===== config.mk =====
export PLATFORM = sky130hd
export DESIGN_NAME = nrc_read_cache
export DESIGN_NICKNAME = d
export VERILOG_FILES = /design/src/rtl/nrc_pkg.sv /design/src/rtl/nrc_tag_match.sv /design/src/rtl/nrc_victim_sel.sv /design/src/rtl/nrc_data_store.sv /design/src/rtl/nrc_read_cache.sv
export SDC_FILE = /design/constraint.sdc
export NUM_CORES = 2
export LEC_CHECK = 0
export CAP_MARGIN = 20
export CORE_MARGIN = 4
export CORE_UTILIZATION = 45
export DETAILED_ROUTE_END_ITERATION = 10
export PLACE_DENSITY = 0.6
export SETUP_SLACK_MARGIN = 0.02
export SLEW_MARGIN = 20
export SYNTH_ARGS = -nofsm -noshare
export SYNTH_HDL_FRONTEND = slang
export SYNTH_SLANG_ARGS = --single-unit

===== constraint.sdc =====
create_clock -name clk -period 21 [get_ports clk]
set_input_delay 2.1 -clock clk [delete_from_list [all_inputs] [get_ports clk]]
set_output_delay 2.1 -clock clk [all_outputs]
set_load 0.01 [all_outputs]

===== src/rtl/nrc_pkg.sv =====
package nrc_pkg;
   typedef enum logic [0:0] {
      ST_IDLE = 1'b0,
      ST_FILL = 1'b1
   } nrc_state_e;
endpackage


===== src/rtl/nrc_tag_match.sv =====
module nrc_tag_match #(
   parameter int LINES  = 8,
   parameter int BLK_W  = 13,
   localparam int LINE_W = $clog2(LINES)
) (
   input  logic [LINES-1:0]            valid,
   input  logic [LINES-1:0][BLK_W-1:0] tags,
   input  logic [BLK_W-1:0]            blk,
   output logic [LINES-1:0]            hit_vec,
   output logic                        hit,
   output logic [LINE_W-1:0]           hit_idx
);
   // parallel comparators, one per line
   for (genvar g = 0; g < LINES; g++) begin : g_cmp
      assign hit_vec[g] = valid[g] && (tags[g] == blk);
   end

   assign hit = |hit_vec;

   always_comb begin
      hit_idx = '0;
      for (int i = 0; i < LINES; i++) begin
         if (hit_vec[i]) hit_idx = LINE_W'(i);
      end
   end
endmodule


===== src/rtl/nrc_victim_sel.sv =====
module nrc_victim_sel #(
   parameter int LINES  = 8,
   parameter int PRIO_W = 8,
   localparam int LINE_W = $clog2(LINES)
) (
   input  logic [LINES-1:0]             valid,
   input  logic [LINES-1:0][PRIO_W-1:0] prio,
   output logic [LINE_W-1:0]            vict_idx
);
   logic              any_free;
   logic [LINE_W-1:0] free_idx;
   logic [LINE_W-1:0] low_idx;
   logic [PRIO_W-1:0] low_val;

   // lowest-index empty line
   always_comb begin
      any_free = 1'b0;
      free_idx = '0;
      for (int i = LINES - 1; i >= 0; i--) begin
         if (!valid[i]) begin
            any_free = 1'b1;
            free_idx = LINE_W'(i);
         end
      end
   end

   // lowest priority; strict compare keeps the lower index on ties
   always_comb begin
      low_idx = '0;
      low_val = prio[0];
      for (int i = 1; i < LINES; i++) begin
         if (prio[i] < low_val) begin
            low_val = prio[i];
            low_idx = LINE_W'(i);
         end
      end
   end

   assign vict_idx = any_free ? free_idx : low_idx;
endmodule


===== src/rtl/nrc_data_store.sv =====
module nrc_data_store #(
   parameter int LINES       = 8,
   parameter int BLOCK_WORDS = 8,
   parameter int WORD_W      = 32,
   localparam int LINE_W = $clog2(LINES),
   localparam int OFF_W  = $clog2(BLOCK_WORDS),
   localparam int DEPTH  = LINES * BLOCK_WORDS
) (
   input  logic              clk,
   input  logic              we,
   input  logic [LINE_W-1:0] w_line,
   input  logic [OFF_W-1:0]  w_off,
   input  logic [WORD_W-1:0] w_data,
   input  logic [LINE_W-1:0] r_line,
   input  logic [OFF_W-1:0]  r_off,
   output logic [WORD_W-1:0] r_data
);
   logic [WORD_W-1:0] mem [DEPTH];

   always_ff @(posedge clk) begin
      if (we) mem[{w_line, w_off}] <= w_data;
   end

   assign r_data = mem[{r_line, r_off}];
endmodule


===== src/rtl/nrc_read_cache.sv =====
module nrc_read_cache
   import nrc_pkg::*;
#(
   parameter int CAPACITY_BYTES = 256,
   parameter int LINES          = 8,
   parameter int BLOCK_WORDS    = 8,
   parameter int WORD_W         = 32,
   parameter int ADDR_W         = 16,
   parameter int SPARE_BYTES    = 4,
   parameter int PRIO_IDX       = 2,
   parameter int PRIO_W         = 8,
   localparam int LINE_W = $clog2(LINES),
   localparam int OFF_W  = $clog2(BLOCK_WORDS),
   localparam int BLK_W  = ADDR_W - OFF_W,
   localparam int BEATS  = BLOCK_WORDS + SPARE_BYTES,
   localparam int CNT_W  = $clog2(BEATS + 1)
) (
   input  logic              clk,
   input  logic              rst_n,
   input  logic              cpu_req,
   input  logic [ADDR_W-1:0] cpu_addr,
   output logic              cpu_stall,
   output logic              cpu_ready,
   output logic [WORD_W-1:0] cpu_rdata,
   output logic              bk_req,
   output logic [BLK_W-1:0]  bk_blk,
   input  logic              bk_valid,
   input  logic [WORD_W-1:0] bk_data
);
   localparam logic [CNT_W-1:0] DATA_END  = CNT_W'(BLOCK_WORDS);
   localparam logic [CNT_W-1:0] PRIO_BEAT = CNT_W'(BLOCK_WORDS + PRIO_IDX);
   localparam logic [CNT_W-1:0] LAST_BEAT = CNT_W'(BEATS - 1);

   // elaboration-time parameter checks
   if (LINES < 2) begin : g_bad_lines
      $error("nrc_read_cache: LINES must be at least 2");
   end
   if ((1 << OFF_W) != BLOCK_WORDS || BLOCK_WORDS < 2) begin : g_bad_block
      $error("nrc_read_cache: BLOCK_WORDS must be a power of two >= 2");
   end
   if (CAPACITY_BYTES != LINES * BLOCK_WORDS * (WORD_W / 8)) begin : g_bad_cap
      $error("nrc_read_cache: CAPACITY_BYTES disagrees with geometry");
   end
   if (WORD_W % 8 != 0 || WORD_W < PRIO_W) begin : g_bad_word
      $error("nrc_read_cache: WORD_W must be whole bytes and hold a priority");
   end
   if (PRIO_IDX < 0 || PRIO_IDX >= SPARE_BYTES) begin : g_bad_prio
      $error("nrc_read_cache: PRIO_IDX outside spare area");
   end
   if (BLK_W < 1) begin : g_bad_addr
      $error("nrc_read_cache: ADDR_W too small for block size");
   end

   nrc_state_e                   state_q;
   logic [LINES-1:0]             valid_q;
   logic [LINES-1:0][BLK_W-1:0]  tag_q;
   logic [LINES-1:0][PRIO_W-1:0] prio_q;
   logic [LINE_W-1:0]            vict_q;
   logic [OFF_W-1:0]             off_q;
   logic [CNT_W-1:0]             cnt_q;

   logic [BLK_W-1:0]  blk_in;
   logic [OFF_W-1:0]  off_in;
   logic [LINES-1:0]  hit_vec;
   logic              hit;
   logic [LINE_W-1:0] hit_idx;
   logic [LINE_W-1:0] vict_idx;
   logic [WORD_W-1:0] store_rd;
   logic              fill_beat;
   logic              data_beat;

   assign blk_in    = cpu_addr[ADDR_W-1:OFF_W];
   assign off_in    = cpu_addr[OFF_W-1:0];
   assign cpu_stall = (state_q == ST_FILL);
   assign fill_beat = (state_q == ST_FILL) && bk_valid;
   assign data_beat = fill_beat && (cnt_q < DATA_END);

   nrc_tag_match #(.LINES(LINES), .BLK_W(BLK_W)) u_match (
      .valid   (valid_q),
      .tags    (tag_q),
      .blk     (blk_in),
      .hit_vec (hit_vec),
      .hit     (hit),
      .hit_idx (hit_idx)
   );

   nrc_victim_sel #(.LINES(LINES), .PRIO_W(PRIO_W)) u_victim (
      .valid    (valid_q),
      .prio     (prio_q),
      .vict_idx (vict_idx)
   );

   nrc_data_store #(.LINES(LINES), .BLOCK_WORDS(BLOCK_WORDS), .WORD_W(WORD_W)) u_store (
      .clk    (clk),
      .we     (data_beat),
      .w_line (vict_q),
      .w_off  (cnt_q[OFF_W-1:0]),
      .w_data (bk_data),
      .r_line (hit_idx),
      .r_off  (off_in),
      .r_data (store_rd)
   );

   always_ff @(posedge clk or negedge rst_n) begin
      if (!rst_n) begin
         state_q   <= ST_IDLE;
         valid_q   <= '0;
         tag_q     <= '0;
         prio_q    <= '0;
         vict_q    <= '0;
         off_q     <= '0;
         cnt_q     <= '0;
         bk_req    <= 1'b0;
         bk_blk    <= '0;
         cpu_ready <= 1'b0;
         cpu_rdata <= '0;
      end else begin
         cpu_ready <= 1'b0;
         bk_req    <= 1'b0;
         unique case (state_q)
            ST_IDLE: begin
               if (cpu_req) begin
                  if (hit) begin
                     cpu_ready <= 1'b1;
                     cpu_rdata <= store_rd;
                  end else begin
                     state_q           <= ST_FILL;
                     vict_q            <= vict_idx;
                     off_q             <= off_in;
                     cnt_q             <= '0;
                     bk_req            <= 1'b1;
                     bk_blk            <= blk_in;
                     valid_q[vict_idx] <= 1'b0;
                     tag_q[vict_idx]   <= blk_in;
                  end
               end
            end
            ST_FILL: begin
               if (bk_valid) begin
                  cnt_q <= cnt_q + 1'b1;
                  if (data_beat && (cnt_q[OFF_W-1:0] == off_q)) begin
                     cpu_ready <= 1'b1;
                     cpu_rdata <= bk_data;
                  end
                  if (cnt_q == PRIO_BEAT) prio_q[vict_q] <= bk_data[PRIO_W-1:0];
                  if (cnt_q == LAST_BEAT) begin
                     state_q         <= ST_IDLE;
                     valid_q[vict_q] <= 1'b1;
                  end
               end
            end
            default: state_q <= ST_IDLE;
         endcase
      end
   end
endmodule


-- Yosys cells after proc, flatten, opt, wreduce, memory -nomap -nowiden
Memory sizes are Yosys's and may differ from the RTL's.
Index checks and enable logic that the tools add are counted.
- bits of input ports: 52
- bits in registers: 234
- memories kept: 1
- logic and storage cells: 154
- memory bits (writable): 2048
- memories (memory ; depth ; width ; rd ports ; clocked after memory_dff ; wr ports ; line ; text):
    u_store.mem ; 64 ; 32 ; 1 ; 0 ; 1 ; nrc_data_store.sv:18 ; logic [WORD_W-1:0] mem [DEPTH];
- bitwise operators: 5
- multiplexer cells: 74
- $lt $le $gt $ge: 12
- eq/ne operators: 17
- add/sub/neg operators: 1
- reduce and logical (&&, ||, !) cells: 19
- operators with widths (kind ; number):
    $mux 32 ; 4
    $bwmux 104 ; 1
    $eq 13x13->1 ; 8
    $mux 8 ; 11
    $bwmux 64 ; 1
    $pmux 32 s2 ; 1
    $lt 8x8->1 ; 7
    $mux 3 ; 17
    $demux 13 s3 ; 1
    $demux 8 s3 ; 1
    $mux 1 ; 23
    $pmux 8 s2 ; 1
    $logic_and 1x1->1 ; 13
    $mux 13 ; 1
    $mux 4 ; 3
    $reduce_and 3->1 ; 3
    $and 8x8->8 ; 1
    $eq 4x4->1 const B ; 2
    $lt 3x4->1 const B ; 2
    $mux 2 ; 4
    $ne 2x2->1 const B ; 4
    $not 8->8 ; 1
    $or 8x8->8 ; 1
    $pmux 4 s2 ; 1
    10 further kinds ; 16

-- Logic depth before layout (Yosys ltp)
- depth in word-level cells: 24
- mapped depth: 76
- depth with buffers taken out: 69

-- Hierarchy
A second synthesis with hierarchy kept.
- cells, all modules: 4435
- area, all modules: 90872.2 um^2
- modules (own cells, without submodules) (module ; times used ; area each (um^2) ; cells an instance ; sequential area each (um^2)):
    nrc_data_store ; 1 ; 77874.7 ; 3292 ; 61499.0
    nrc_read_cache ; 1 ; 9396.5 ; 631 ; 5855.6
    nrc_victim_sel ; 1 ; 2273.4 ; 343 ; 0.0
    nrc_tag_match ; 1 ; 1327.5 ; 169 ; 0.0

-- Worst setup path before layout
Ideal clock, no wire load.
- path type: register -> register
- start point: reg prio_q[6] (netlist name)
- end point: reg tag_q[15] (netlist name)
- buffers on the path: 6
- period minus slack after synthesis: 13.985 ns
- path slack: 7.015 ns
- cell stages (with the launch flop): 73
- arrival time: 13.857 ns
- setup time: 0.128 ns
- cell sequence: dfrtp_1 -> inv_1 -> ha_1 -> a21o_1 -> a221o_1 -> a21oi_2 -> clkbuf_1 -> a21oi_1 -> ha_1 -> and3_1 -> nand2_1 -> or4_4 -> a211o_1 -> nand2_1 -> buf_1 -> nor2_1 -> a21oi_1 -> inv_1 -> (+37 left out) -> o21ai_0 -> nand2_1 -> nor2_1 -> a21o_4 -> clkbuf_1 -> nor2_1 -> a21oi_1 -> ha_1 -> a21o_1 -> a21o_1 -> a21oi_1 -> nand2_1 -> a31o_2 -> a221o_1 -> a31oi_4 -> nor4b_4 -> buf_6 -> mux2_1
- longest elaborated chain between the ends: 20
- elaborated cells on any way between the ends: 27
- ends and longest elaborated chain (item ; line ; text):
    start, declared ; nrc_read_cache.sv:57 ; logic [LINES-1:0][PRIO_W-1:0] prio_q;
    start signal, assigned by index ; nrc_read_cache.sv:145 ; if (cnt_q == PRIO_BEAT) prio_q[vict_q] <= bk_data[PRIO_W-1:0];
    $lt 8x8->1 ; nrc_victim_sel.sv:32 ; if (prio[i] < low_val) begin
    $mux 8 ; nrc_victim_sel.sv:32 ;
    $lt 8x8->1 ; nrc_victim_sel.sv:32 ;
    $mux 8 ; nrc_victim_sel.sv:32 ;
    $lt 8x8->1 ; nrc_victim_sel.sv:32 ;
    $mux 8 ; nrc_victim_sel.sv:32 ;
    $lt 8x8->1 ; nrc_victim_sel.sv:32 ;
    $mux 8 ; nrc_victim_sel.sv:32 ;
    (+4 left out) ; n/a ;
    $lt 8x8->1 ; nrc_victim_sel.sv:32 ;
    $mux 3 (*) ; nrc_victim_sel.sv:32 ;
    $mux 3 (*) ; nrc_victim_sel.sv:39 ; assign vict_idx = any_free ? free_idx : low_idx;
    $lt 3x4->1 (implied by the code) or $ge 3x1->1 (tied branches) ; nrc_read_cache.sv:134 ; tag_q[vict_idx] <= blk_in;
    $logic_and 1x1->1 (implied by the code) ; nrc_read_cache.sv:134 ;
    $mux 13 (implied by the code) ; nrc_read_cache.sv:134 ;
    $demux 13 s3 (*) ; nrc_read_cache.sv:134 ;
    $bwmux 104 (*) ; nrc_read_cache.sv:134 ;
    end signal, assigned by index ; nrc_read_cache.sv:134 ;
    end, declared ; nrc_read_cache.sv:56 ; logic [LINES-1:0][BLK_W-1:0] tag_q;
Mark *: on every way between the ends. The rest lies on a longest branch, timed or not.
A chain may end at the register's enable or synchronous reset.

-- Worst setup path after layout
- start point: reg prio_q[6] (netlist name)
- end point: reg tag_q[25] (netlist name)
The elaborated chain is that of the path after synthesis.

==> flow_summary.toml <==
[clocking]
cts_tree = "done"
cts_setup_buffers = 0
cts.reportedPaths.clkPinSlew_ns = 0.06
clock_latency_ns = 0.88
cts_resized = 0
cts_root_buf = "clkbuf_16"
clockBufferDepth = 3
cts_buffers = 227
clock_sink_count = 2282
cts_hold_buf = 0
h-tree-depth = 4

[sta]
setup_slack_ns = 5.43
finClkSkew_ns = 0.0604
hold_viol = 0
min_period_ns = 15.57
finalCritPeriodShare_pct = 74.2
drv_slew = 0
max_slew.worst_pin.slew_ns = 1.11
finalSetupViolCount = 0
grt_setup_unrepaired = "false"
relSlewSlack_pct = 26.1
max_freq_mhz = 64.2
setup_tns_ns = 0

[critical_path]
reg2reg_depth = 66
critPathRequiredTime_ns = 21.74
reg2reg_to = "tag_q[25]"
arrival_ns = 16.32
crit_buf_inv = 5
critPathSlowestCell = "nor4b_4"
rr_startpoint = "prio_q[6]"
critPathMaxFanout = 16
cp-start-kind = "flip-flop"
cp-end-kind = "flip-flop"
critPathTopFamily = "compound AO/OA/AOI/OAI gates"
r2r_setup_slack_ns = 5.43
cp_slowest_stage_delay_ns = 0.86
path_class = "reg2reg"
path_depth = 66

[min_path]
hold_depth = 2
hold_path_class = "reg2reg"
holdPathEnd = "bk_blk[0]"
min_from = "bk_blk[0]"

[floorplanning]
die_h_um = 457
core_area_mm2 = 0.200
placementRows = 164
dieArea_mm2 = 0.209
die_x_um = 457
start_util_pct = 45.3
boundaryPins = 100

[outcome]
status = "complete, no violations"

[power_and_ir_drop]
total_leakage_power_nw = 33.8
combPwrFrac_pct = 15.6
p_int_mw = 8.01
pwr-share-clk_pct = 36.8
power_density_mw_per_mm2 = 106
p_sw_share_pct = 26.5
power.switching_mw = 2.89
ir_drop_mv = 0.171
p_seq_share_pct = 47.6

[drt]
routed_wl_um = 228000
via_per_inst = 5.94
drt_iter0_drc = 4598
routedWlPerCell_um = 31.0
drc = 0
ant_nets = 0
vias = 43600
first_pass_iters = 7

[yosys]
synth_top_area_share_pct = 67.9
synth_common_cells = "2048 x edfxtp_1, 640 x mux4_2, 234 x dfrtp_1"
synth_flop_cell = "edfxtp_1"
yosysMostFrequentCell = "edfxtp_1"
synth.avg_cell_area_um2 = 21.4
yosys-top-cells-area = "edfxtp_1 68%, mux4_2 16%, dfrtp_1 6.5%, mux2_2 1.9%, clkbuf_1 0.86%"
ys_seq_area_share_pct = 74.4
synth_nets = 4335
syn_area_mm2 = 0.0906
synth_area_leader_cell = "edfxtp_1"
synth_edf_count = 2048
synth_cell_types = 72
synthCells = 4240
async_flop_share_pct = 10.3
synth_seq_cells = 2282
yosys_warnings = 0

[finish]
nets = 4573
finish.utilization_pct = 51.4
final_layout_size_suffix_gt1_share_pct = 29.5
area_growth_syn_to_layout_pct = 13.6

[run]
maxCapViolCount = 0

[grt]
grt_usage_pct = 21.8
grt_max_degree = 129
grt-ovfl-total = 0
grt_first_pass_wirelength_um = 327000
antenna_found_initial = 6
grt_pass1_vias = 44700

[placed_design]
dp_slack_ns = 5.48
port_buffers = 99
gp_congestion = 0.774
dpl.hpwl_um = 113000
[worst min-delay path, stage by stage (launching register included)]
cell and delay [ns]:
dfrtp_1 0.34, nand2_1 0.05, nand2_1 0.06
[registers in the layout, indices dropped and copies added (netlist names)]
name,cells
cpu_ready,1
bk_req,1
cpu_stall,1
cpu_rdata,32
vict_q,3
off_q,3
u_store.mem,2048
bk_blk,13
prio_q,64
valid_q,8
cnt_q,4
tag_q,104
[metal layers]
layer | vias to the layer above | part of all wire, % | global-route usage, %
li1 | 18000 | - | -
met1 | 23700 | 42 | 30.7
met2 | 1542 | 49 | 35.5
met3 | 294 | 7.0 | 4.03
met4 | 0 | 2.4 | 5.85
met5 | - | 0 | 0
[worst max-delay path by stage]
stage                     end      start  slack, ns
global placement    tag_q[25]  prio_q[6]       5.61
global route        tag_q[24]  prio_q[7]       4.09
CTS                 tag_q[25]  prio_q[6]       5.44
detailed placement  tag_q[25]  prio_q[6]       5.48
floorplan           tag_q[15]  prio_q[6]       7.02
finish              tag_q[25]  prio_q[6]       5.43
[through the flow]
stage	std cells	hold WS, ns	cell area, um^2	power (mW)
global placement	6904	0.460	95400	6.95
floorplan	4240	0.466	90600	6.41
finish	7337	0.475	103000	10.9
detailed placement	6904	0.463	95400	6.97
global route	7337	0.503	103000	11.4
CTS	7335	0.478	103000	11.0
[layout make-up]
class / instances / area (um^2)
clock inverters: 153 / 1470
multi-input cells: 1689 / 22700
repair buffers: 235 / 1940
flip-flops and latches: 2282 / 67400
fillers: 15600 / 97200
well taps: 2656 / 3320
diodes: 1 / 2.50
inverters: 43 / 161
clock buffers: 278 / 5950
[power groups by stage]
stage / Clock, mW / Combinational (mW) / Sequential [mW]
global route: 4.29 / 1.87 / 5.20
global placement: 0 / 1.67 / 5.28
finish: 4.02 / 1.70 / 5.19
floorplan: 0 / 1.16 / 5.26
CTS: 4.09 / 1.70 / 5.19
detailed placement: 0 / 1.69 / 5.28
[cell usage in the layout, fill, tap and decap left out, types with 14 or more instances in the layout]
master and count:
o21ai_0 55, clkinv_2 50, xor2_1 38, mux2_2 153, xnor2_1 74, clkbuf_1 45, bufinv_16 21, ha_1 43
nor2b_1 14, clkdlybuf4s50_1 63, mux4_2 640, nor2_1 88, buf_2 23, nand2_1 123, clkbuf_16 229, inv_1 42
a21oi_1 77, a21o_1 14, buf_4 142, mux2i_1 40, a211oi_1 36, nand4_1 20, nor2_4 65, clkinv_1 62
nand3_1 23, dfrtp_1 233, mux2_1 56, edfxtp_1 2048
[logic make-up (layout without fill, tap and decap cells)]
logic type               Yosys count  after routing  share of synthesized area (%)
XOR/XNOR                         112            112                           1.08
other                              0              1                              0
multiplexers                     889            889                           19.0
flip-flops                      2282           2282                           74.4
AO/OA/AOI/OAI                    240            240                           1.73
adder cells (fa/ha/maj)           46             46                          0.627
AND/OR/NAND/NOR                  402            402                           2.09
buffers and inverters            269            709                           1.15
Power figures use the tool's default switching activity.
